`config.mk`:
```
export PLATFORM = sky130hd
export DESIGN_NAME = entq_top
export DESIGN_NICKNAME = d
export VERILOG_FILES = /design/src/rtl/entq_pkg.sv /design/src/rtl/entq_sampler.sv /design/src/rtl/entq_fifo.sv /design/src/rtl/entq_regs.sv /design/src/rtl/entq_top.sv
export SDC_FILE = /design/constraint.sdc
export NUM_CORES = 1
export LEC_CHECK = 0
export ABC_AREA = 1
export BUFFER_PORTS_ARGS = -buffer_cell sky130_fd_sc_hd__buf_2
export CAP_MARGIN = 40
export CORE_ASPECT_RATIO = 1.25
export CORE_MARGIN = 10
export CORE_UTILIZATION = 54
export CTS_CLUSTER_DIAMETER = 120
export CTS_CLUSTER_SIZE = 40
export DETAILED_ROUTE_END_ITERATION = 8
export GPL_TIMING_DRIVEN = 1
export PLACE_DENSITY = 0.76
export SLEW_MARGIN = 20
export SYNTH_ARGS = -nofsm -noshare
export SYNTH_HDL_FRONTEND = slang
export SYNTH_HIERARCHICAL = 1
export SYNTH_SLANG_ARGS = --single-unit
```
`constraint.sdc`:
```
create_clock -name clk -period 4.4 [get_ports clk]
set_input_delay 0.88 -clock clk [delete_from_list [all_inputs] [get_ports clk]]
set_output_delay 0.88 -clock clk [all_outputs]
set_load 0.02 [all_outputs]
```
`src/rtl/entq_pkg.sv`:
```
package entq_pkg;

  // register selector inside the non-window half of the address space
  typedef enum logic [1:0] {
    REG_STAT = 2'd0,
    REG_MASK = 2'd1,
    REG_GO   = 2'd2,
    REG_RSVD = 2'd3
  } entq_reg_e;

  localparam int ST_UFL  = 0;
  localparam int ST_AERR = 1;
  localparam int ST_W    = 2;

endpackage

```
`src/rtl/entq_sampler.sv`:
```
module entq_sampler #(
  parameter int SAMPLE_PERIOD = 5
) (
  input  logic clk,
  input  logic rst_n,
  output logic tick
);

  localparam int CW = (SAMPLE_PERIOD > 1) ? $clog2(SAMPLE_PERIOD) : 1;
  localparam logic [CW-1:0] LAST = CW'(SAMPLE_PERIOD - 1);

  logic [CW-1:0] cnt_q;
  logic [CW-1:0] cnt_d;

  always_comb begin
    tick  = (cnt_q == LAST);
    cnt_d = tick ? '0 : cnt_q + 1'b1;
  end

  always_ff @(posedge clk or negedge rst_n) begin
    if (!rst_n) cnt_q <= '0;
    else        cnt_q <= cnt_d;
  end

  generate
    if (SAMPLE_PERIOD > 1) begin : g_spacing
      // ticks never come on adjacent cycles
      a_r2_tick_spacing: assert property (@(posedge clk) disable iff (!rst_n)
        tick |=> !tick);
    end
  endgenerate

endmodule

```
`src/rtl/entq_fifo.sv`:
```
module entq_fifo #(
  parameter int DATA_W = 64,
  parameter int DEPTH  = 8
) (
  input  logic              clk,
  input  logic              rst_n,
  input  logic              push_req,
  input  logic [DATA_W-1:0] push_data,
  input  logic              pop_req,
  output logic [DATA_W-1:0] head,
  output logic              empty,
  output logic              full,
  output logic [$clog2(DEPTH):0] level
);

  localparam int PW = $clog2(DEPTH);

  logic [DATA_W-1:0] mem [DEPTH];
  logic [PW:0] wr_ptr_q, wr_ptr_d;
  logic [PW:0] rd_ptr_q, rd_ptr_d;
  logic        do_push, do_pop;

  always_comb begin
    empty    = (wr_ptr_q == rd_ptr_q);
    full     = (wr_ptr_q[PW] != rd_ptr_q[PW]) &&
               (wr_ptr_q[PW-1:0] == rd_ptr_q[PW-1:0]);
    do_push  = push_req && !full;
    do_pop   = pop_req && !empty;
    wr_ptr_d = do_push ? wr_ptr_q + 1'b1 : wr_ptr_q;
    rd_ptr_d = do_pop  ? rd_ptr_q + 1'b1 : rd_ptr_q;
    head     = mem[rd_ptr_q[PW-1:0]];
    level    = wr_ptr_q - rd_ptr_q;
  end

  always_ff @(posedge clk or negedge rst_n) begin
    if (!rst_n) begin
      wr_ptr_q <= '0;
      rd_ptr_q <= '0;
    end else begin
      wr_ptr_q <= wr_ptr_d;
      rd_ptr_q <= rd_ptr_d;
    end
  end

  always_ff @(posedge clk) begin
    if (do_push) mem[wr_ptr_q[PW-1:0]] <= push_data;
  end

  a_r11_level_bound: assert property (@(posedge clk) disable iff (!rst_n)
    level <= (PW+1)'(DEPTH));

  a_r6_full_drop: assert property (@(posedge clk) disable iff (!rst_n)
    (full && push_req && !pop_req) |=> (level == $past(level)));

  a_r7_push_pop_same: assert property (@(posedge clk) disable iff (!rst_n)
    (push_req && pop_req && !empty && !full) |=> (level == $past(level)));

  a_r3_pop_drops_one: assert property (@(posedge clk) disable iff (!rst_n)
    (pop_req && !empty && !push_req) |=> (level == $past(level) - 1'b1));

endmodule

```
`src/rtl/entq_regs.sv`:
```
module entq_regs
  import entq_pkg::*;
#(
  parameter int DATA_W = 64,
  parameter int AW     = 8
) (
  input  logic              clk,
  input  logic              rst_n,
  input  logic              req_valid,
  input  logic              req_write,
  input  logic [AW-1:0]     req_addr,
  input  logic [DATA_W-1:0] req_wdata,
  input  logic [DATA_W-1:0] fifo_head,
  input  logic              fifo_empty,
  output logic              pop,
  output logic              rsp_valid,
  output logic [DATA_W-1:0] rsp_rdata,
  output logic              irq
);

  logic [ST_W-1:0]   status_q, status_d;
  logic [ST_W-1:0]   mask_q, mask_d;
  logic              rsp_valid_d;
  logic [DATA_W-1:0] rsp_rdata_d;
  logic              in_win, reg_ok, rd, wr;
  logic              stat_wr, mask_wr;
  logic [ST_W-1:0]   set_bits, clr_bits;
  entq_reg_e         sel;
  logic              unused_wdata;

  assign unused_wdata = ^req_wdata[DATA_W-1:ST_W];

  always_comb begin
    in_win  = req_addr[AW-1];
    reg_ok  = !in_win && (req_addr[AW-2:2] == '0);
    sel     = entq_reg_e'(req_addr[1:0]);
    rd      = req_valid && !req_write;
    wr      = req_valid && req_write;
    pop     = rd && in_win;
    stat_wr = wr && reg_ok && (sel == REG_STAT);
    mask_wr = wr && reg_ok && (sel == REG_MASK);

    set_bits          = '0;
    set_bits[ST_UFL]  = pop && fifo_empty;
    set_bits[ST_AERR] = wr && in_win;
    clr_bits          = stat_wr ? req_wdata[ST_W-1:0] : '0;
    status_d          = (status_q & ~clr_bits) | set_bits;
    mask_d            = mask_wr ? req_wdata[ST_W-1:0] : mask_q;

    rsp_valid_d = rd;
    rsp_rdata_d = '0;
    if (in_win) begin
      if (!fifo_empty) rsp_rdata_d = fifo_head;
    end else if (reg_ok) begin
      case (sel)
        REG_STAT: rsp_rdata_d[ST_W-1:0] = status_q;
        REG_MASK: rsp_rdata_d[ST_W-1:0] = mask_q;
        default:  rsp_rdata_d = '0;
      endcase
    end

    irq = |(status_q & ~mask_q);
  end

  always_ff @(posedge clk or negedge rst_n) begin
    if (!rst_n) begin
      status_q  <= '0;
      mask_q    <= '0;
      rsp_valid <= 1'b0;
      rsp_rdata <= '0;
    end else begin
      status_q  <= status_d;
      mask_q    <= mask_d;
      rsp_valid <= rsp_valid_d;
      if (rd) rsp_rdata <= rsp_rdata_d;
    end
  end

  a_r4_underflow_flag: assert property (@(posedge clk) disable iff (!rst_n)
    (pop && fifo_empty) |=> status_q[ST_UFL]);

  a_r4_underflow_zero: assert property (@(posedge clk) disable iff (!rst_n)
    (pop && fifo_empty) |=> (rsp_rdata == '0));

  a_r5_addr_err_flag: assert property (@(posedge clk) disable iff (!rst_n)
    (wr && in_win) |=> status_q[ST_AERR]);

  a_r8_sticky: assert property (@(posedge clk) disable iff (!rst_n)
    (status_q[ST_UFL] && !(stat_wr && req_wdata[ST_UFL])) |=> status_q[ST_UFL]);

endmodule

```
`src/rtl/entq_top.sv`:
```
module entq_top #(
  parameter int DATA_W        = 64,
  parameter int DEPTH         = 8,
  parameter int SAMPLE_PERIOD = 5,
  parameter int AW            = 8
) (
  input  logic              clk,
  input  logic              rst_n,
  input  logic              src_valid,
  input  logic [DATA_W-1:0] src_data,
  input  logic              req_valid,
  input  logic              req_write,
  input  logic [AW-1:0]     req_addr,
  input  logic [DATA_W-1:0] req_wdata,
  output logic              rsp_valid,
  output logic [DATA_W-1:0] rsp_rdata,
  output logic              irq
);

  localparam int PW = $clog2(DEPTH);

  logic              tick;
  logic              push_req;
  logic              pop;
  logic [DATA_W-1:0] head;
  logic              empty, full;
  logic [PW:0]       level;

  entq_sampler #(.SAMPLE_PERIOD(SAMPLE_PERIOD)) u_sampler (
    .clk   (clk),
    .rst_n (rst_n),
    .tick  (tick)
  );

  assign push_req = tick && src_valid;

  entq_fifo #(.DATA_W(DATA_W), .DEPTH(DEPTH)) u_fifo (
    .clk       (clk),
    .rst_n     (rst_n),
    .push_req  (push_req),
    .push_data (src_data),
    .pop_req   (pop),
    .head      (head),
    .empty     (empty),
    .full      (full),
    .level     (level)
  );

  entq_regs #(.DATA_W(DATA_W), .AW(AW)) u_regs (
    .clk        (clk),
    .rst_n      (rst_n),
    .req_valid  (req_valid),
    .req_write  (req_write),
    .req_addr   (req_addr),
    .req_wdata  (req_wdata),
    .fifo_head  (head),
    .fifo_empty (empty),
    .pop        (pop),
    .rsp_valid  (rsp_valid),
    .rsp_rdata  (rsp_rdata),
    .irq        (irq)
  );

  a_r5_write_keeps_queue: assert property (@(posedge clk) disable iff (!rst_n)
    (req_valid && req_write && req_addr[AW-1] && !push_req) |=> (level == $past(level)));

  a_r2_no_push_off_tick: assert property (@(posedge clk) disable iff (!rst_n)
    (!tick && !pop) |=> (level == $past(level)));

endmodule

```
**Word level (Yosys, flattened, before mapping)**

Memories as Yosys holds them, arrays and structs flattened.
Index checks and enable logic that the tools add are counted.

- Bits in registers: 80
- Latch bits: 0
- RAM bits: 512
- Memory bits (read-only): 0
- Output and inout port bits: 66
- Logic and storage cells: 49
- Memories kept: 1

- Add/sub/neg operators: 3
- $mul: 0
- Div/mod/pow operators: 0
- Magnitude comparators: 0
- Equality and inequality tests: 5
- Shift-type cells: 0
- Multiplexer cells: 8
- Bitwise operators: 5
- Reduce and logical (&&, ||, !) cells: 20

Memories:

| name | depth | bits a word | rd ports | clocked after Yosys merged registers in | write ports | line | text |
|---|---|---|---|---|---|---|---|
| u_fifo.mem | 8 | 64 | 1 | 0 | 1 | entq_fifo.sv:18 | `logic [DATA_W-1:0] mem [DEPTH];` |

Operators by type and width:

| operator | count |
|---|---|
| $mux W64 | 2 |
| $logic_and A1 B1 Y1 | 13 |
| $add A4 B1 Y4 const B | 2 |
| $logic_not A5 Y1 | 1 |
| $and A2 B2 Y2 | 2 |
| $eq A4 B4 Y1 | 1 |
| $logic_not A1 Y1 | 4 |
| $mux W2 | 2 |
| $not A2 Y2 | 2 |
| $pmux W2 S2 | 1 |
| $add A3 B1 Y3 const B | 1 |
| $eq A3 B3 Y1 | 1 |
| $eq A3 B3 Y1 const B | 1 |
| $mux W3 | 1 |
| $eq A2 B1 Y1 const B | 1 |
| $logic_not A2 Y1 | 1 |
| $mux W1 | 2 |
| $or A2 B2 Y2 | 1 |
| $reduce_or A2 Y1 | 1 |
| $ne A1 B1 Y1 | 1 |

**Logic depth before layout (Yosys ltp)**

- Depth in word-level cells: 8
- Gate-level depth with buffers: 13
- Gate-level depth less buffers: 9

**Modules after synthesis**

Netlist, hierarchy kept.

By module, submodules not included:

| module | instances | cells an instance | area each (um^2) |
|---|---|---|---|
| entq_fifo | 1 | 2310 | 23020.8 |
| entq_regs | 1 | 327 | 2930.3 |
| entq_sampler | 1 | 14 | 141.4 |
| entq_top | 1 | 2 | 7.5 |

**Worst setup path after synthesis**

No wires, ideal clock.

- Path kind: reg-to-reg
- Start point: register u_fifo.rd_ptr_q[1]
- End point: memory u_fifo.mem[2][0] (enable)
- Setup time: 487 ps
- Arrival: 4240 ps
- Setup slack: -327 ps
- Stages on the path, launching flop included: 11
- Path buffers: 3
- Clock period less this slack: 4727 ps
- Cells stage by stage: dfrtp_1 buf_2 inv_2 buf_4 buf_2 ha_1 nand2_1 nor2_1 nand2_1 nand3_1 nor2_1

- Cells in the longest elaborated chain, start to end: 6

Ends and longest elaborated chain:

| what | line | text |
|---|---|---|
| start: declaration | entq_fifo.sv:20 | `logic [PW:0] rd_ptr_q, rd_ptr_d;` |
| start signal: assignment | entq_fifo.sv:41 | `rd_ptr_q <= rd_ptr_d;` |
| $eq A3 B3 Y1 | entq_fifo.sv:26 | `(wr_ptr_q[PW-1:0] == rd_ptr_q[PW-1:0]);` |
| $logic_and A1 B1 Y1 | entq_fifo.sv:25 | `full = (wr_ptr_q[PW] != rd_ptr_q[PW]) &&` |
| $logic_not A1 Y1 | entq_fifo.sv:27 | `do_push = push_req && !full;` |
| $logic_and A1 B1 Y1 | entq_fifo.sv:27 |  |
| $mux W1 | entq_fifo.sv:46 | `if (do_push) mem[wr_ptr_q[PW-1:0]] <= push_data;` |
| $mux W1 (not written as such) | entq_fifo.sv:46 |  |
| end: declaration | entq_fifo.sv:18 |  |

No other way between the ends.

**Worst setup path in the final report**

- Start point: register u_fifo.wr_ptr_q[0]
- End point: memory u_fifo.mem[6][19] (enable)

- Cells in the longest elaborated chain, start to end: 6

Ends and longest elaborated chain:

| what | line | text |
|---|---|---|
| start: declaration | entq_fifo.sv:19 | `logic [PW:0] wr_ptr_q, wr_ptr_d;` |
| start signal: assignment | entq_fifo.sv:40 | `wr_ptr_q <= wr_ptr_d;` |
| $eq A3 B3 Y1 | entq_fifo.sv:26 |  |
| $logic_and A1 B1 Y1 | entq_fifo.sv:25 |  |
| $logic_not A1 Y1 | entq_fifo.sv:27 |  |
| $logic_and A1 B1 Y1 | entq_fifo.sv:27 |  |
| $mux W1 | entq_fifo.sv:46 |  |
| $mux W1 (not written as such) | entq_fifo.sv:46 |  |

Parallel ways exist; a longest one is shown, timed or not.

==> impl_metrics.tcl <==
set metrics [dict create \
    outcome "completed" \
    finalSetupViolCount 0 \
    post_cts_buffers 0 \
    worstPathRequired_ns 4.61 \
    hold_buffers 0 \
    routabilityCongestion 0.768 \
    routedWlPerCell_um 17.4 \
    syn_avg_cell_area_um2 9.85 \
    path_class "reg -> reg" \
    area_delta_synth_final_pct 6.80 \
    start_util_pct 54.9 \
    cts_buffer_depth 3 \
    slew_headroom_pct 45.2 \
    cap_violations 0 \
    wirelength_um 58700 \
    track_usage_pct 19.8 \
    worst_setup_path_end_kind "flop" \
    syn-num-nets 2791 \
    power_mw 14.8 \
    dp_hpwl_um 33100 \
    viasPerCell 5.17 \
    cts_resized 0 \
    rr_worst_depth 8 \
    arrival_ns 2.91 \
    fin_crit_ns 2.70 \
    rsz0062_at_grt "false" \
    r2r_end "u_fifo/mem[6][19]$_DFFE_PP_" \
    ctsHtreeMaxLevel 1 \
    ctsRootBufferMaster "clkbuf_16" \
    cts_tree "done" \
    hold_viol_final 0 \
    finalNetCount 2865 \
    drtAntennaViolNets 0 \
    worstReg2RegStart "u_fifo/wr_ptr_q[0]$_DFFE_PN0P_" \
    antenna_found_initial 10 \
    min_period_over_period_pct 61.3 \
    final_cells 3371 \
    die_area_um2 57500 \
    port_buffers 144 \
    synth_warnings 6 \
    cts_buffers 18 \
    design_area_um2 27800 \
    synth_area_um2 26000 \
    drive_above_1_share_pct 8.32 \
    met3_usage_pct 2.33 \
    core_um2 47400 \
    gr-usage-met2_pct 35.4 \
    synth_cells 2643 \
    final_common_cell "nand2_1" \
    drv_slew 0 \
    fin_skew_ns 0.0190 \
    mostFrequentLayoutCells "nand2_1 (944), inv_1 (529), edfxtp_1 (512), nand3_1 (337), buf_2 (143)" \
    drc 0 \
    die_h_um 266 \
    grt_pass1_vias 16700 \
    num_rows 89 \
    fp.dieW_um 216 \
    path_clk_slew_ns 0.14 \
    vdd_drop_max_v 0.000482 \
    grt_pass1_wl_um 90700 \
    power_per_cell_area_nw_per_um2 533 \
    insertion_delay_ns 0.58 \
    grt_busiest_layer "met2" \
    gr-total-overflow 0 \
    setup_ws_ns 1.70 \
    vias 17400 \
    tightestPinTransition_ns 0.822 \
    reg2reg_slack_ns 1.70 \
    drt-initial-drc-count 1489 \
    clkSinkCount 592 \
    grtUsageMet1_pct 24.6 \
    min_path_type "in -> async" \
    max_freq_mhz 371 \
    io-pin-count 207 \
    power.leakage_nw 13.2 \
    dp_cells 3331 \
    startpoint_type "flop" \
    first_pass_iters 5 \
    placed_area_um2 27200 \
    cp_max_fo 43 \
    grt_max_degree 261 \
    pre_cts_slack_ns 1.65 \
]
## final cells by class
type / instances / area [um2]
sequential: 592 / 17400
inverter: 535 / 2020
multi-input combinational: 1386 / 5880
timing repair buffer: 184 / 1190
clock buffer: 31 / 520
antenna: 5 / 12.5
clock inverter: 1 / 8.76
fill: 3809 / 19600
tap: 637 / 797
## power breakdown
group	internal, mW	switching (mW)
sequential	6.60	0.191
combinational	1.58	4.08
clock	0.834	1.52
## worst max-delay path, cell delays in order (launching register included)
cell and delay, ns:
dfrtp_1 0.52, inv_1 0.13, ha_1 0.30, inv_1 0.05, nor2_1 0.04, nand2_1 0.14, nand3_1 0.29, nor2_4 0.18
buf_4 0.66
## routing by layer
layer  part of all wire [%]  wire length (um)
met5                  0.097                57
met4                    2.3              1330
met3                    6.4              3760
met2                     51             30100
met1                     40             23500
## sequential cells by signal (all words and copies together) (netlist names)
| register | cells |
|---|---|
| u_regs/rsp_rdata | 64 |
| u_regs/rsp_valid | 1 |
| u_fifo/rd_ptr_q | 4 |
| u_sampler/cnt_q | 3 |
| u_regs/mask_q | 2 |
| u_regs/status_q | 2 |
| u_fifo/wr_ptr_q | 4 |
| u_fifo/mem | 512 |
## how the worst max path moves through the flow
stage / slack (ns) / end / cells after the start / start
global placement: 1.58 / u_regs/rsp_rdata[49]$_DFFE_PN0P_ / 9 / u_fifo/rd_ptr_q[1]$_DFFE_PN0P_
detailed placement: 1.65 / u_fifo/mem[6][25]$_DFFE_PP_ / 6 / src_valid
global route: 1.56 / u_fifo/mem[6][19]$_DFFE_PP_ / 8 / u_fifo/wr_ptr_q[0]$_DFFE_PN0P_
finish: 1.70 / u_fifo/mem[6][19]$_DFFE_PP_ / 8 / u_fifo/wr_ptr_q[0]$_DFFE_PN0P_
floorplan: -0.25 / u_fifo/mem[2][0]$_DFFE_PP_ / 10 / u_fifo/rd_ptr_q[1]$_DFFE_PN0P_
CTS: 1.71 / u_fifo/mem[6][19]$_DFFE_PP_ / 8 / u_fifo/wr_ptr_q[0]$_DFFE_PN0P_
## per-stage QoR
step                TNS, ns  hold WS [ns]  util [%]
floorplan            -94.51         0.437         -
global placement          0         0.454      57.1
detailed placement        0         0.463      57.3
CTS                       0         0.400      58.4
global route              0         0.166      58.6
finish                    0         0.164      58.6
No activity file was read; power rests on OpenSTA's default activity.
